File: src/rtl/spi_disc_pkg.sv
package spi_disc_pkg;
  localparam int ADDR_W = 7;
  typedef logic [ADDR_W-1:0] addr_t;

  localparam addr_t A_CTRL    = 7'h02;
  localparam addr_t A_MODE    = 7'h04;
  localparam addr_t A_BANK0   = 7'h10;
  localparam addr_t A_TEST    = 7'h1E;
  localparam addr_t A_THR_GND = 7'h3A;
  localparam addr_t A_THR_SUP = 7'h3C;
  localparam addr_t A_WIDE    = 7'h78;

  localparam logic [15:0] THR_RST = 16'h0206;

  typedef struct packed {
    logic  is_rd;
    addr_t addr;
  } cmd_t;

  function automatic logic is_writable(addr_t a);
    return (a == A_CTRL) || (a == A_MODE) || (a == A_TEST) ||
           (a == A_THR_GND) || (a == A_THR_SUP);
  endfunction
endpackage

File: src/rtl/spi_disc_sync.sv
module spi_disc_sync #(
  parameter int W = 1,
  parameter int STAGES = 2,
  parameter logic [W-1:0] RST_VAL = '0
) (
  input  logic         clk,
  input  logic         rst,
  input  logic [W-1:0] d,
  output logic [W-1:0] q
);
  logic [STAGES-1:0][W-1:0] pipe;

  always_ff @(posedge clk) begin
    if (rst) pipe <= {STAGES{RST_VAL}};
    else     pipe <= {pipe[STAGES-2:0], d};
  end

  assign q = pipe[STAGES-1];
endmodule

File: src/rtl/spi_disc_shifter.sv
module spi_disc_shifter #(
  parameter int TX_W = 32
) (
  input  logic            clk,
  input  logic            rst,
  input  logic            active,
  input  logic            rise,
  input  logic            fall,
  input  logic            mosi_s,
  input  logic            load,
  input  logic [TX_W-1:0] load_data,
  output logic            byte_done,
  output logic [7:0]      byte_val,
  output logic [2:0]      byte_idx,
  output logic            miso
);
  logic [2:0]      bit_cnt;
  logic [2:0]      byte_cnt;
  logic [6:0]      rx_q;
  logic [TX_W-1:0] tx_q;

  always_ff @(posedge clk) begin
    byte_done <= 1'b0;
    if (rst || !active) begin
      bit_cnt  <= '0;
      byte_cnt <= '0;
      rx_q     <= '0;
      tx_q     <= '0;
      miso     <= 1'b0;
      byte_val <= '0;
      byte_idx <= '0;
    end else begin
      if (rise) begin
        rx_q    <= {rx_q[5:0], mosi_s};
        bit_cnt <= bit_cnt + 3'd1;
        if (bit_cnt == 3'd7) begin
          byte_done <= 1'b1;
          byte_val  <= {rx_q, mosi_s};
          byte_idx  <= byte_cnt;
          if (byte_cnt != 3'd7) byte_cnt <= byte_cnt + 3'd1;
        end
      end
      if (load)
        tx_q <= load_data;
      else if (fall && byte_cnt != 3'd0)
        tx_q <= tx_q << 1;
      if (fall && byte_cnt != 3'd0)
        miso <= tx_q[TX_W-1];
    end
  end

  // deselect clears the framing counters
  assert_frame_clear_R11: assert property (@(posedge clk) disable iff (rst)
    !active |=> (bit_cnt == 3'd0 && byte_cnt == 3'd0 && !byte_done));

  // output low while deselected
  assert_miso_idle_R12: assert property (@(posedge clk) disable iff (rst)
    !active |=> !miso);

  // output moves only on falling edges
  assert_miso_fall_only_R13: assert property (@(posedge clk) disable iff (rst)
    (active && !fall) |=> $stable(miso));
endmodule

File: src/rtl/spi_disc_regs.sv
module spi_disc_regs
  import spi_disc_pkg::*;
#(
  parameter int N_CH = 32,
  localparam int N_BANK = N_CH / 8
) (
  input  logic              clk,
  input  logic              rst,
  input  logic              byte_done,
  input  logic [7:0]        byte_val,
  input  logic [2:0]        byte_idx,
  input  logic [N_CH-1:0]   levels,
  output logic              load,
  output logic [31:0]       load_data,
  output logic              cfg_test_en,
  output logic [N_BANK-1:0] cfg_bank_mode,
  output logic [15:0]       cfg_thr_gnd,
  output logic [15:0]       cfg_thr_sup
);
  cmd_t              cmd_q;
  logic [7:0]        hi_q;
  logic              test_q, arm_q;
  logic [N_BANK-1:0] mode_q;
  logic [7:0]        tdata_q;
  logic [15:0]       thr_gnd_q, thr_sup_q;

  logic [N_CH-1:0]   eff;
  logic [31:0]       wide_left;
  logic [31:0]       rd_word;
  logic [7:0]        mode8;
  logic              wr_b1, wr_b2, srst_fire;

  for (genvar k = 0; k < N_BANK; k++) begin : g_bank
    assign eff[8*k +: 8] = test_q ? tdata_q : levels[8*k +: 8];
  end

  assign wide_left = 32'(eff) << (32 - N_CH);

  always_comb begin
    mode8 = '0;
    mode8[N_BANK-1:0] = mode_q;
  end

  always_comb begin
    rd_word = '0;
    case (addr_t'(byte_val[6:0]))
      A_CTRL:    rd_word[31:24] = {6'b0, arm_q, test_q};
      A_MODE:    rd_word[31:24] = mode8;
      A_TEST:    rd_word[31:24] = tdata_q;
      A_THR_GND: rd_word[31:16] = thr_gnd_q;
      A_THR_SUP: rd_word[31:16] = thr_sup_q;
      A_WIDE:    rd_word        = wide_left;
      default: begin
        for (int k = 0; k < N_BANK; k++)
          if (byte_val[6:0] == 7'(A_BANK0 + 2*k))
            rd_word[31:24] = eff[8*k +: 8];
      end
    endcase
  end

  always_ff @(posedge clk) begin
    load <= 1'b0;
    if (rst) begin
      cmd_q     <= '0;
      hi_q      <= '0;
      load_data <= '0;
    end else if (byte_done) begin
      if (byte_idx == 3'd0) begin
        cmd_q     <= cmd_t'(byte_val);
        load      <= 1'b1;
        load_data <= byte_val[7] ? rd_word : '0;
      end else if (byte_idx == 3'd1) begin
        hi_q <= byte_val;
      end
    end
  end

  assign wr_b1     = byte_done && byte_idx == 3'd1 && !cmd_q.is_rd;
  assign wr_b2     = byte_done && byte_idx == 3'd2 && !cmd_q.is_rd;
  assign srst_fire = wr_b1 && cmd_q.addr == A_CTRL && arm_q && !byte_val[1];

  always_ff @(posedge clk) begin
    if (rst || srst_fire) begin
      test_q    <= 1'b0;
      arm_q     <= 1'b0;
      mode_q    <= '0;
      tdata_q   <= '0;
      thr_gnd_q <= THR_RST;
      thr_sup_q <= THR_RST;
    end else if (wr_b1) begin
      case (cmd_q.addr)
        A_CTRL: begin test_q <= byte_val[0]; arm_q <= byte_val[1]; end
        A_MODE: mode_q  <= byte_val[N_BANK-1:0];
        A_TEST: tdata_q <= byte_val;
        default: ;
      endcase
    end else if (wr_b2) begin
      case (cmd_q.addr)
        A_THR_GND: thr_gnd_q <= {hi_q, byte_val};
        A_THR_SUP: thr_sup_q <= {hi_q, byte_val};
        default: ;
      endcase
    end
  end

  assign cfg_test_en   = test_q;
  assign cfg_bank_mode = mode_q;
  assign cfg_thr_gnd   = thr_gnd_q;
  assign cfg_thr_sup   = thr_sup_q;

  // a read word is loaded only right after a command byte
  assert_load_after_cmd_R1: assert property (@(posedge clk) disable iff (rst)
    load |-> ($past(byte_done) && $past(byte_idx) == 3'd0));

  // releasing an armed reset restores every register
  assert_soft_restore_R4: assert property (@(posedge clk) disable iff (rst)
    (byte_done && byte_idx == 3'd1 && !cmd_q.is_rd && cmd_q.addr == A_CTRL &&
     arm_q && !byte_val[1])
    |=> (thr_gnd_q == THR_RST && thr_sup_q == THR_RST && mode_q == '0 &&
         tdata_q == '0 && !test_q && !arm_q));

  // the 16-bit word lands as high byte then low byte
  assert_thr_order_R2: assert property (@(posedge clk) disable iff (rst)
    (byte_done && byte_idx == 3'd2 && !cmd_q.is_rd && cmd_q.addr == A_THR_SUP)
    |=> (thr_sup_q == {$past(hi_q), $past(byte_val)}));

  // writes to read-only or unmapped addresses change nothing
  assert_ro_write_ignored_R10: assert property (@(posedge clk) disable iff (rst)
    (byte_done && byte_idx != 3'd0 && !cmd_q.is_rd && !is_writable(cmd_q.addr))
    |=> $stable({test_q, arm_q, mode_q, tdata_q, thr_gnd_q, thr_sup_q}));
endmodule

File: src/rtl/spi_disc_target.sv
module spi_disc_target #(
  parameter int N_CH = 32,
  parameter int SYNC_STAGES = 2,
  localparam int N_BANK = N_CH / 8
) (
  input  logic              clk,
  input  logic              rst,
  input  logic              spi_sclk,
  input  logic              spi_cs_n,
  input  logic              spi_mosi,
  output logic              spi_miso,
  input  logic [N_CH-1:0]   ch_level,
  output logic              cfg_test_en,
  output logic [N_BANK-1:0] cfg_bank_mode,
  output logic [15:0]       cfg_thr_gnd,
  output logic [15:0]       cfg_thr_sup
);
  logic [2:0]      pins_s;
  logic            s_sclk, s_csn, s_mosi, p_sclk;
  logic [N_CH-1:0] lev_s;
  logic            byte_done, load;
  logic [7:0]      byte_val;
  logic [2:0]      byte_idx;
  logic [31:0]     load_data;

  spi_disc_sync #(.W(3), .STAGES(SYNC_STAGES), .RST_VAL(3'b010)) u_pin_sync (
    .clk(clk), .rst(rst), .d({spi_sclk, spi_cs_n, spi_mosi}), .q(pins_s));

  spi_disc_sync #(.W(N_CH), .STAGES(SYNC_STAGES), .RST_VAL('0)) u_lev_sync (
    .clk(clk), .rst(rst), .d(ch_level), .q(lev_s));

  assign {s_sclk, s_csn, s_mosi} = pins_s;

  always_ff @(posedge clk) begin
    if (rst) p_sclk <= 1'b0;
    else     p_sclk <= s_sclk;
  end

  spi_disc_shifter #(.TX_W(32)) u_shift (
    .clk(clk), .rst(rst), .active(!s_csn),
    .rise(s_sclk && !p_sclk), .fall(!s_sclk && p_sclk),
    .mosi_s(s_mosi), .load(load), .load_data(load_data),
    .byte_done(byte_done), .byte_val(byte_val), .byte_idx(byte_idx),
    .miso(spi_miso));

  spi_disc_regs #(.N_CH(N_CH)) u_regs (
    .clk(clk), .rst(rst), .byte_done(byte_done), .byte_val(byte_val),
    .byte_idx(byte_idx), .levels(lev_s), .load(load), .load_data(load_data),
    .cfg_test_en(cfg_test_en), .cfg_bank_mode(cfg_bank_mode),
    .cfg_thr_gnd(cfg_thr_gnd), .cfg_thr_sup(cfg_thr_sup));
endmodule

File: config.mk
export PLATFORM = sky130hd
export DESIGN_NAME = spi_disc_target
export DESIGN_NICKNAME = d
export VERILOG_FILES = /design/src/rtl/spi_disc_pkg.sv /design/src/rtl/spi_disc_sync.sv /design/src/rtl/spi_disc_shifter.sv /design/src/rtl/spi_disc_regs.sv /design/src/rtl/spi_disc_target.sv
export SDC_FILE = /design/constraint.sdc
export NUM_CORES = 1
export LEC_CHECK = 0
export ABC_AREA = 0
export BUFFER_PORTS_ARGS = -buffer_cell sky130_fd_sc_hd__buf_2
export CAP_MARGIN = 20
export CORE_MARGIN = 4
export CORE_UTILIZATION = 63
export DETAILED_ROUTE_END_ITERATION = 10
export PLACE_DENSITY = 0.86
export SLEW_MARGIN = 0
export SYNTH_ARGS = -nofsm -noshare
export SYNTH_HDL_FRONTEND = slang
export SYNTH_SLANG_ARGS = --single-unit
File: constraint.sdc
create_clock -name clk -period 5.4 [get_ports clk]
set_clock_uncertainty 0.15 [all_clocks]
set_input_delay 0.81 -clock clk [delete_from_list [all_inputs] [get_ports clk]]
set_output_delay 0.81 -clock clk [all_outputs]
set_load 0.05 [all_outputs]
## Word-level counts from Yosys, hierarchy flattened

Index checks and enable logic that the tools add are counted.

- Flip-flop bits (word level): 224
- Input bits: 37
- Logic and storage cells: 95

- $add $sub $neg: 2
- Equality and inequality tests: 19
- Multiplexer cells: 16
- Bitwise gates (word level): 4
- Reduce and logical (&&, ||, !) cells: 30

Operators with widths:

| operator | count |
|---|---|
| $mux 32 | 3 |
| $mux 8 | 8 |
| $pmux 8 s6 | 1 |
| $eq 7x5->1 const B | 6 |
| $eq 7x6->1 const B | 4 |
| $pmux 8 s3 | 1 |
| $mux 16 | 1 |
| $eq 7x2->1 const B | 2 |
| $eq 7x3->1 const B | 2 |
| $reduce_and 3->1 | 4 |
| $logic_and 1x1->1 | 10 |
| $reduce_and 2->1 | 5 |
| $eq 7x7->1 const B | 1 |
| $add 3x1->3 const B | 2 |
| $logic_not 1->1 | 4 |
| $not 1->1 | 4 |
| $reduce_or 2->1 | 2 |
| $eq 3x1->1 const B | 1 |
| $eq 3x2->1 const B | 1 |
| $eq 3x3->1 const B | 1 |
| $logic_not 3->1 | 1 |
| $ne 3x3->1 const B | 1 |
| $reduce_bool 3->1 | 1 |
| $logic_or 1x1->1 | 2 |
| other kinds (2) | 3 |

## Depth between registers and ports, before layout

Gate-level depths: netlist of the first run.

- Depth in word-level cells: 7
- Gate-level depth with buffers: 8
- Mapped depth without buffers: 7

## Cells and area by module

From an unflattened synthesis of the first run, not the netlist that was laid out.

- Cells, all modules: 1,057
- Area total of the unflattened synthesis: 9,879.5 sq um

Modules (own cells, without submodules):

| module | times used | cells an instance | area an instance (sq um) | sequential area each (sq um) |
|---|---|---|---|---|
| spi_disc_regs | 1 | 578 | 4,818.4 | 1,901.8 |
| spi_disc_shifter | 1 | 292 | 2,680.1 | 1,161.1 |
| spi_disc_sync (u_lev_sync) | 1 | 167 | 2,158.3 | 1,281.2 |
| spi_disc_sync (u_pin_sync) | 1 | 15 | 180.2 | 120.1 |
| spi_disc_target | 1 | 5 | 42.5 | 20.0 |

## Least setup slack after synthesis of the first run

OpenSTA, ideal clock, no wires.

- Path type: register to register
- Start: register u_regs.test_q (netlist: u_regs.cfg_test_en)
- End: register u_regs.load_data[27]
- Library setup time: 0.122 ns
- Arrival: 1.952 ns
- Required time: 5.128 ns
- Slack: 3.176 ns
- Cell stages (with the launch flop): 7
- Clock period less this slack: 2.224 ns
- Cell sequence: dfxtp_1 -> buf_2 -> buf_2 -> o21ai_0 -> a32o_1 -> o21a_1 -> a221o_1

- Cells in the longest elaborated chain, start to end: 7
- Elaborated cells between the ends (all ways): 10
- Classes of those cells: 10 x mux

RTL lines:

| item | RTL line | text |
|---|---|---|
| from (decl) | spi_disc_regs.sv:22 | `logic test_q, arm_q;` |
| from (signal assigned) | spi_disc_regs.sv:92 | `A_CTRL: begin test_q <= byte_val[0]; arm_q <= byte_val[1]; end` |
| $mux 8 | spi_disc_regs.sv:34 | `assign eff[8*k +: 8] = test_q ? tdata_q : levels[8*k +: 8];` |
| $mux 8 (4 in series) | spi_disc_regs.sv:55 | `if (byte_val[6:0] == 7'(A_BANK0 + 2*k))` |
| $pmux 8 s6 (*) | spi_disc_regs.sv:46 | `case (addr_t'(byte_val[6:0]))` |
| $mux 32 (*) | spi_disc_regs.sv:71 | `load_data <= byte_val[7] ? rd_word : '0;` |
| to (signal assigned) | spi_disc_regs.sv:71 |  |
| to (decl) | spi_disc_regs.sv:14 | `output logic [31:0] load_data,` |

Every way passes the cells marked *; elsewhere a longest branch is shown, timed or not.
A chain may end at the register's enable or synchronous reset.

## Final worst setup path of the first run

- Start: register u_shift.byte_val[5]
- End: register u_regs.load_data[28]

- Cells in the longest elaborated chain, start to end: 7
- Elaborated cells between the ends (all ways): 16
- Classes of those cells: 10 x eq/ne; 6 x mux

RTL lines:

| item | RTL line | text |
|---|---|---|
| from (decl) | spi_disc_shifter.sv:13 | `output logic [7:0] byte_val,` |
| from (signal assigned) | spi_disc_shifter.sv:38 | `byte_val <= {rx_q, mosi_s};` |
| $eq 7x5->1 | spi_disc_regs.sv:55 |  |
| $mux 8 (4 in series) | spi_disc_regs.sv:55 |  |
| $pmux 8 s6 (*) | spi_disc_regs.sv:46 |  |
| $mux 32 (*) | spi_disc_regs.sv:71 |  |

Marks and branches as above.

==> results.tsv, run 1 <==
metric	value	unit
n_fill_cell	996	
tightest_slew	1.04	ns
synth_cell_types	66	
worst-r2r-cell-count	5	
start_util	0.650	
synth_area	0.00909	sq mm
grt_pass1_wl	35.5	mm
routed-wl-met3	1.64	mm
syn_to_final_growth	12.5	%
row_count	43	
p_leak	3.76	nW
max_slew_margin	0.305	
drive_gt1_frac	0.182	
ys_ff_latch	224	
drtIter0Drc	771	
cap_violations	0	
holdWs	0.279	ns
io_pins	75	
synth_top_area_share	0.493	
cts_made_buffers	23	
routedWlPerCell	18.1	microns
worstPathArrival	2.95	ns
cts_tree	done	
r2r-start	u_shift.byte_val[5]	
worstSetupPathType	reg2reg	
grt_pass1_vias	6797	
cts-hold-fix-buffers	0	
wl_met2	10.4	mm
holdPathEnd	u_lev_sync.q[22]	
layout.nets	1060	
worst_ir_drop_vdd	415	uV
diodes	0	
ys_warn_count	0	
ant_nets	0	
syn_avg_cell_area	9.32	sq um
clock_latency	0.50	ns
synthTopCellsByCount	dfxtp_1, nand2_1, nor2_1, a21oi_1, nor2b_1	
maxSlewViolCount	0	
r2r_end	u_regs.load_data[28]	
required	5.67	ns
cts_root_buf	clkbuf_16	
rsz0062_at_grt	no	
antenna_found_initial	0	
clkSlewWorstSetupHoldPaths	0.07	ns
fin_crit_sh	0.497	
multi_input_area	0.00424	sq mm
final-hold-violation-count	0	
die_h	128	microns
setup_viol	0	
gp_congestion	0.952	
yosysMostFrequentCell	dfxtp_1	
cts_resized	0	
totalWireLength	22.0	mm
postSynthCellCount	975	
place_area	0.00947	sq mm
min_period	2.68	ns
port_buffers	74	
status	completed	
post_drt_via_cell_ratio	5.94	
hp-class	reg2reg	
synthTopCellsByArea	dfxtp_1, mux2i_1, nand2_1	
dieArea	0.0164	sq mm
yosys.area.top_type	dfxtp_1	
first_pass_iters	6	
htreeDepth	1	
grt_max_degree	96	
regArea	0.00449	sq mm
gr-total-overflow	0	
core_area	0.0140	sq mm
hold-path-cell-count	1	
fmax	373	MHz
highest_layer	met4	
postLayoutCellArea	0.0102	sq mm
async_flop_share	0	
vias	7205	
hpwl	14.6	mm
ys_seq_area_frac	0.493	
dp_slack	2.83	ns
drc_errors	0	
wl_met1	8.99	mm
tns	0	ns
synth-edff-count	0	
power.density	325	mW/mm^2
syn-num-nets	1017	
ff2ff_setup_slack	2.72	ns
holdCritStartpoint	u_lev_sync.pipe[22]	
end_kind	flop	
critical_path.max_fanout	16	
worst_slack	2.72	ns
synthFlopType	dfxtp_1	
cts_sinks	224	
postCtsSetupRepairBufs	0	
critPathLaunchType	flop	
cts_buffer_depth	3	
die_w	128	microns
grtUsageTotal	0.267	
[worst max-delay path by stage]
stage	slack, ns	to	cells past startpoint	startpoint
finish	2.72	u_regs.load_data[28]	5	u_shift.byte_val[5]
global route	2.59	u_regs.load_data[28]	5	u_shift.byte_val[5]
CTS	2.81	cfg_test_en	2	u_regs.cfg_test_en
detailed placement	2.83	u_regs.load_data[28]	5	u_shift.byte_val[5]
global placement	2.91	u_regs.load_data[24]	5	u_shift.byte_val[5]
floorplan	3.18	u_regs.load_data[27]	6	u_regs.cfg_test_en
[sequential cells by signal, summed over array words and instances (netlist names)]
signal                flops
u_lev_sync.pipe          32
u_lev_sync.q             32
u_regs.load_data         32
u_shift.tx_q             32
u_regs.cfg_thr_gnd       16
u_regs.cfg_thr_sup       16
u_regs.cmd_q              8
u_regs.hi_q               8
u_regs.tdata_q            8
u_shift.byte_val          8
u_shift.rx_q              7
u_regs.cfg_bank_mode      4
u_pin_sync.pipe           3
u_pin_sync.q              3
u_shift.bit_cnt           3
u_shift.byte_cnt          3
u_shift.byte_idx          3
p_sclk                    1
u_regs.arm_q              1
u_regs.cfg_test_en        1
u_regs.load               1
u_shift.byte_done         1
u_shift.miso              1
[kinds of logic (layout without fill, tap and decap cells)]
logic type	Yosys count	in the layout	synth area share
AOI/OAI and AO/OA	168	168	0.120
xor gates and xnor gates	3	3	0.00289
adders and majority gates	5	5	0.00688
buffers and inverters	82	140	0.0405
DFF	224	224	0.493
muxes	109	109	0.127
and+or+nand+nor	384	384	0.209
[area by class of cell]
cell class / count / share of cell area
sequential: 224 / 0.438
multi-input combinational: 669 / 0.415
clock buffer: 33 / 0.0648
timing repair buffer: 87 / 0.0457
tap: 180 / 0.0220
clock inverter: 7 / 0.00930
inverter: 13 / 0.00477
[through the flow]
| step | total power [mW] | instances | utilization |
|---|---|---|---|
| floorplan | 1.76 | 975 | - |
| global placement | 1.79 | 1172 | 0.677 |
| detailed placement | 1.79 | 1172 | 0.677 |
| CTS | 3.35 | 1212 | 0.731 |
| global route | 3.42 | 1213 | 0.731 |
| finish | 3.33 | 1213 | 0.731 |
[per-layer routing]
| metal | vias to the layer above | GRT usage |
|---|---|---|
| met5 | - | 0 |
| met4 | 0 | 0.117 |
| met3 | 81 | 0.0479 |
| met2 | 344 | 0.431 |
| met1 | 3359 | 0.351 |
| li1 | 3421 | - |
[placed cells by master, fill, tap and decap left out, drive strengths merged, types with 6 or more instances in the layout]
cell type	synthesis	routed
inv	12	12
mux2	40	40
nand3	8	8
buf	31	87
mux2i	68	68
o211ai	8	8
or2	10	10
clkbuf	38	33
o21ai	19	19
nor2b	72	72
a21oi	72	72
a221o	7	7
a22oi	26	26
nand2	145	145
o2bb2ai	6	6
dfxtp	224	224
nor3	12	12
nor2	98	98
[worst max-delay path, stage by stage, from the launching register on]
cell and delay, ns:
dfxtp_1 0.78, nand3_1 0.37, nor2_1 0.77, nand2_1 0.11
and3_1 0.20, o31ai_1 0.21
[power breakdown]
part / switching (mW) / internal, mW / leakage, nW
registers: 0.00666 / 1.68 / 1.82
clock network: 0.628 / 0.949 / 0.370
logic: 0.0401 / 0.0289 / 1.57
total: 0.674 / 2.65 / 3.76
Power figures use the tool's default switching activity.
==> inputs of run 2 (changes only) <==
Settings changed: ABC_AREA 0 to 1, CORE_UTILIZATION 63 to 54, PLACE_DENSITY 0.86 to 0.79.
Clock period 5.4 ns to 2.3 ns, I/O delays scaled along.
==> results.tsv, run 2 <==
metric	value	unit
gr-total-overflow	0	
grt_use_met2	0.423	
totalPowerFinal	7.66	mW
antenna_found_initial	0	
ant_nets	0	
synthTopCellsByCount	nand2_1, dfxtp_1, nor2_1, nand3_1, a21oi_1	
clock_latency	0.50	ns
synthFlopType	dfxtp_1	
grt_pass1_wl	39.5	mm
routedWlPerCell	15.7	microns
synth_area	0.00908	sq mm
async_flop_share	0	
p_leak	4.32	nW
cts_tree	done	
dieArea	0.0190	sq mm
use_met3	0.0416	
io_pins	75	
worst_ir_drop_vdd	492	uV
htreeDepth	1	
grt_pass1_vias	7794	
ys_warn_count	0	
die_h	138	microns
max_slew_margin	0.373	
drive_gt1_frac	0.131	
grt.busiest_layer	met2	
cts_buffer_depth	3	
grt_util_met1	0.361	
drtIter0Drc	885	
yosys.area.top_type	dfxtp_1	
tns	0	ns
synthTopCellsByArea	dfxtp_1, nand2_1, nor2_1	
cts_sinks	224	
syn_avg_cell_area	7.33	sq um
worstPathArrival	2.38	ns
cap_violations	0	
power.density	712	mW/mm^2
final-hold-violation-count	0	
layout.nets	1379	
vias	8399	
post_drt_via_cell_ratio	5.35	
fmax	464	MHz
die_w	138	microns
multi_input_area	0.00384	sq mm
regArea	0.00448	sq mm
worstSetupPathType	reg2reg	
drc_errors	0	
grt_max_degree	107	
critPathLaunchType	flop	
yosysMostFrequentCell	nand2_1	
row_count	47	
first_pass_iters	5	
setup_viol	0	
synth-edff-count	0	
syn-num-nets	1282	
hp-class	in2reg	
placedCellCount	1497	
tightest_slew	0.940	ns
final_cells	1571	
n_fill_cell	1430	
ys_seq_area_frac	0.494	
diodes	0	
core_area	0.0165	sq mm
required	2.52	ns
port_buffers	74	
synth_top_area_share	0.494	
start_util	0.550	
final_cell_mix	nand2_1, dfxtp_1, nor2_1, nand3_1, a21oi_1	
clkSlewWorstSetupHoldPaths	0.06	ns
cts_root_buf	clkbuf_16	
postSynthCellCount	1240	
hpwl	16.7	mm
cts_made_buffers	23	
min_period	2.16	ns
gp_congestion	0.978	
syn_to_final_growth	18.4	%
rsz0062_at_grt	no	
grtUsageTotal	0.261	
synth_cell_types	32	
ys_ff_latch	224	
critical_path.max_fanout	13	
ff2ff_setup_slack	0.14	ns
status	completed	
final_common_cell	nand2_1	
maxSlewViolCount	0	
end_kind	flop	
totalWireLength	24.7	mm
fin_crit_sh	0.938	
==> run 2: power breakdown <==
part           switching [mW]  total (mW)  internal [mW]  leakage (nW)
clock                    1.48        3.45           1.97         0.341
sequential             0.0165        3.95           3.94          1.82
combinational           0.141       0.252          0.111          2.16
total                    1.64        7.66           6.01          4.32
==> run 2: layout make-up <==
class,instances,area share
Timing Repair Buffer,141,0.0931
Tap cell,220,0.0256
Clock inverter,8,0.00489
Multi-Input combinational cell,827,0.357
Sequential cell,224,0.417
Inverter,120,0.0419
Clock buffer,31,0.0600
==> run 2: cell families after synthesis <==
group	Yosys count	synth area share
simple gates	621	0.289
fa+ha+maj	5	0.00689
buf+inv	189	0.0846
flops	224	0.494
compound gates	201	0.126
==> run 2: worst paths after layout <==
| path | from | to | depth (start not counted) |
|---|---|---|---|
| max | u_shift.byte_val[0] | u_regs.load_data[24] | 10 |
| min | rst | u_shift.byte_done | 4 |
| max reg2reg | u_shift.byte_val[0] | u_regs.load_data[24] | 10 |
| min reg2reg | u_lev_sync.pipe[13] | u_lev_sync.q[13] | 2 |
==> run 2: timing repair <==
item                                   CTS  global route
endpoints found under the hold margin   35             0
buffers inserted                         0             0
hold buffers                            35             0
setup endpoints to repair                0             3
resized for setup                        0             1
==> run 2: per-stage QoR <==
step                      hold slack, ns  cell area (sq um)  worst slack, ns   util
final                             0.0237              10800            0.143  0.651
after global placement             0.239               9700            0.136  0.587
after detailed placement           0.244               9700            0.167  0.587
after CTS                         0.0186              10700            0.173  0.650
after floorplan                    0.238               9080            0.371      -
after global routing              0.0230              10800           0.0386  0.651
==> run 2: critical path: stages, from the launching register on <==
cell and delay (ns):
dfxtp_1 0.40, inv_1 0.33, nand2_4 0.13, nor2_4 0.30, nand2_2 0.15, nand2_1 0.09, nor2_1 0.05, nand2_2 0.15
nand3_1 0.11, nand3_1 0.10, a21oi_1 0.06
==> run 2: routing by layer <==
metal / part of all wire / up-vias
li1: - / 4186
met1: 0.44 / 3834
met2: 0.46 / 321
met3: 0.078 / 58
met4: 0.023 / 0
met5: 0 / -
==> inputs of run 3 (changes only) <==
Settings changed: CORE_UTILIZATION 54 to 56, CTS_BUF_LIST from default to sky130_fd_sc_hd__clkbuf_4 sky130_fd_sc_hd__clkbuf_8, PLACE_DENSITY 0.79 to 0.81, SLEW_MARGIN 0 to 40.
==> results.tsv, run 3 (synthesized netlist as in run 2, its figures left out) <==
metric	value	unit
holdCritStartpoint	rst	
max_slew_margin	0.587	
clock_latency	0.53	ns
die_w	135	microns
final_common_cell	nand2_1	
hpwl	16.1	mm
core_area	0.0159	sq mm
cts_made_buffers	36	
postLayoutCellArea	0.0108	sq mm
cts_sinks	224	
gp_congestion	0.966	
r2r_end	u_shift.tx_q[30]	
grt_util_met1	0.355	
final_cell_mix	nand2_1, dfxtp_1, nor2_1, nand3_1, a21oi_1	
clock_power_share	0.465	
worst-r2r-cell-count	8	
postCtsSetupRepairBufs	0	
worstSetupPathType	reg2reg	
grt_use_met2	0.425	
combPwrFrac	0.031	
hp-class	in2reg	
holdPathEnd	u_shift.byte_done	
rsz0062_at_grt	no	
grt_max_degree	107	
totalWireLength	24.1	mm
r2r-start	u_shift.byte_cnt[0]	
port_buffers	74	
grtUsageTotal	0.270	
cap_violations	0	
post_drt_via_cell_ratio	5.37	
clkSlewWorstSetupHoldPaths	0.06	ns
drive_gt1_frac	0.149	
layout.nets	1388	
fmax	468	MHz
fin_util	0.680	
status	completed	
multi_input_area	0.00384	sq mm
ff2ff_setup_slack	0.17	ns
tightest_slew	0.618	ns
totalPowerFinal	7.85	mW
cts_tree	done	
die_h	135	microns
hold-path-cell-count	4	
cts_buffer_depth	3	
critPathLaunchType	flop	
tns	0	ns
internal_power	6.19	mW
gr-total-overflow	0	
dieArea	0.0183	sq mm
htreeDepth	2	
setup_viol	0	
worstPathArrival	2.39	ns
grt.busiest_layer	met2	
place_area	0.00966	sq mm
use_met3	0.0717	
end_kind	flop	
dp_slack	0.154	ns
n_fill_cell	1331	
cts_root_buf	clkbuf_8	
io_pins	75	
power.switching	1.66	mW
ant_nets	0	
power.density	727	mW/mm^2
min_period	2.13	ns
routedWlPerCell	15.2	microns
start_util	0.572	
p_leak	4.37	nW
swShare	0.211	
required	2.55	ns
grt_pass1_vias	8110	
grt_pass1_wl	40.1	mm
drtIter0Drc	878	
syn_to_final_growth	18.9	%
diodes	0	
first_pass_iters	5	
fin_crit_sh	0.928	
row_count	46	
seqPwrFrac	0.504	
regArea	0.00449	sq mm
antenna_found_initial	0	
critical_path.max_fanout	58	
final-hold-violation-count	0	
maxSlewViolCount	0	
drc_errors	0	
worst_slack	0.165	ns
worst_ir_drop_vdd	503	uV
vias	8528	
run 3: layout make-up:
| cell class | count | area share |
|---|---|---|
| sequential | 224 | 0.416 |
| multi-input combinational | 827 | 0.355 |
| clock buffer | 57 | 0.0645 |
| timing repair buffer | 137 | 0.0899 |
| inverter | 120 | 0.0417 |
| tap | 216 | 0.0250 |
| clock inverter | 6 | 0.00788 |
run 3: stage by stage:
step	hold WS, ns	cells
floorplan	0.238	1240
global placement	0.242	1489
detailed placement	0.243	1489
CTS	0.0161	1587
global route	0.0448	1587
finish	0.0377	1587
run 3: power groups by stage:
stage / Sequential (mW) / Combinational [mW] / Clock [mW]
2_1_floorplan: 4.03 / 0.117 / 0
3_3_place_gp: 4.04 / 0.188 / 0
3_5_place_dp: 4.04 / 0.189 / 0
4_1_cts: 3.96 / 0.235 / 3.70
5_1_grt: 3.96 / 0.275 / 3.88
6_report: 3.96 / 0.245 / 3.65
run 3: how the worst max path moves through the flow:
stage	from	endpoint	slack, ns	cells past startpoint
floorplan	u_regs.cfg_test_en	u_regs.load_data[31]	0.37	10
global placement	u_shift.byte_val[0]	u_regs.load_data[26]	0.18	9
detailed placement	u_shift.byte_val[2]	u_regs.load_data[26]	0.15	9
CTS	u_shift.byte_val[2]	u_regs.load_data[26]	0.13	9
global route	u_shift.byte_val[4]	u_regs.load_data[24]	0.03	9
finish	u_shift.byte_cnt[0]	u_shift.tx_q[30]	0.17	8
run 3: what timing repair did:
item	4_1_cts	5_1_grt
setup endpoints to repair	0	8
hold endpoints to repair	35	0
hold buffers	35	0
gates resized for setup	0	3
run 3: metal layers:
metal / share of wire / vias to the layer above
li1: - / 4208
met1: 0.43 / 3874
met2: 0.45 / 365
met3: 0.089 / 81
met4: 0.034 / 0
met5: 0 / -
run 3: critical path, stage by stage, from the launching register on:
cell      delay, ns
dfxtp_1        0.39
inv_1          0.06
ha_1           0.19
a21oi_1        0.38
nor2_1         0.15
inv_1          0.13
buf_12         0.24
nor2_1         0.09
a311oi_1       0.24
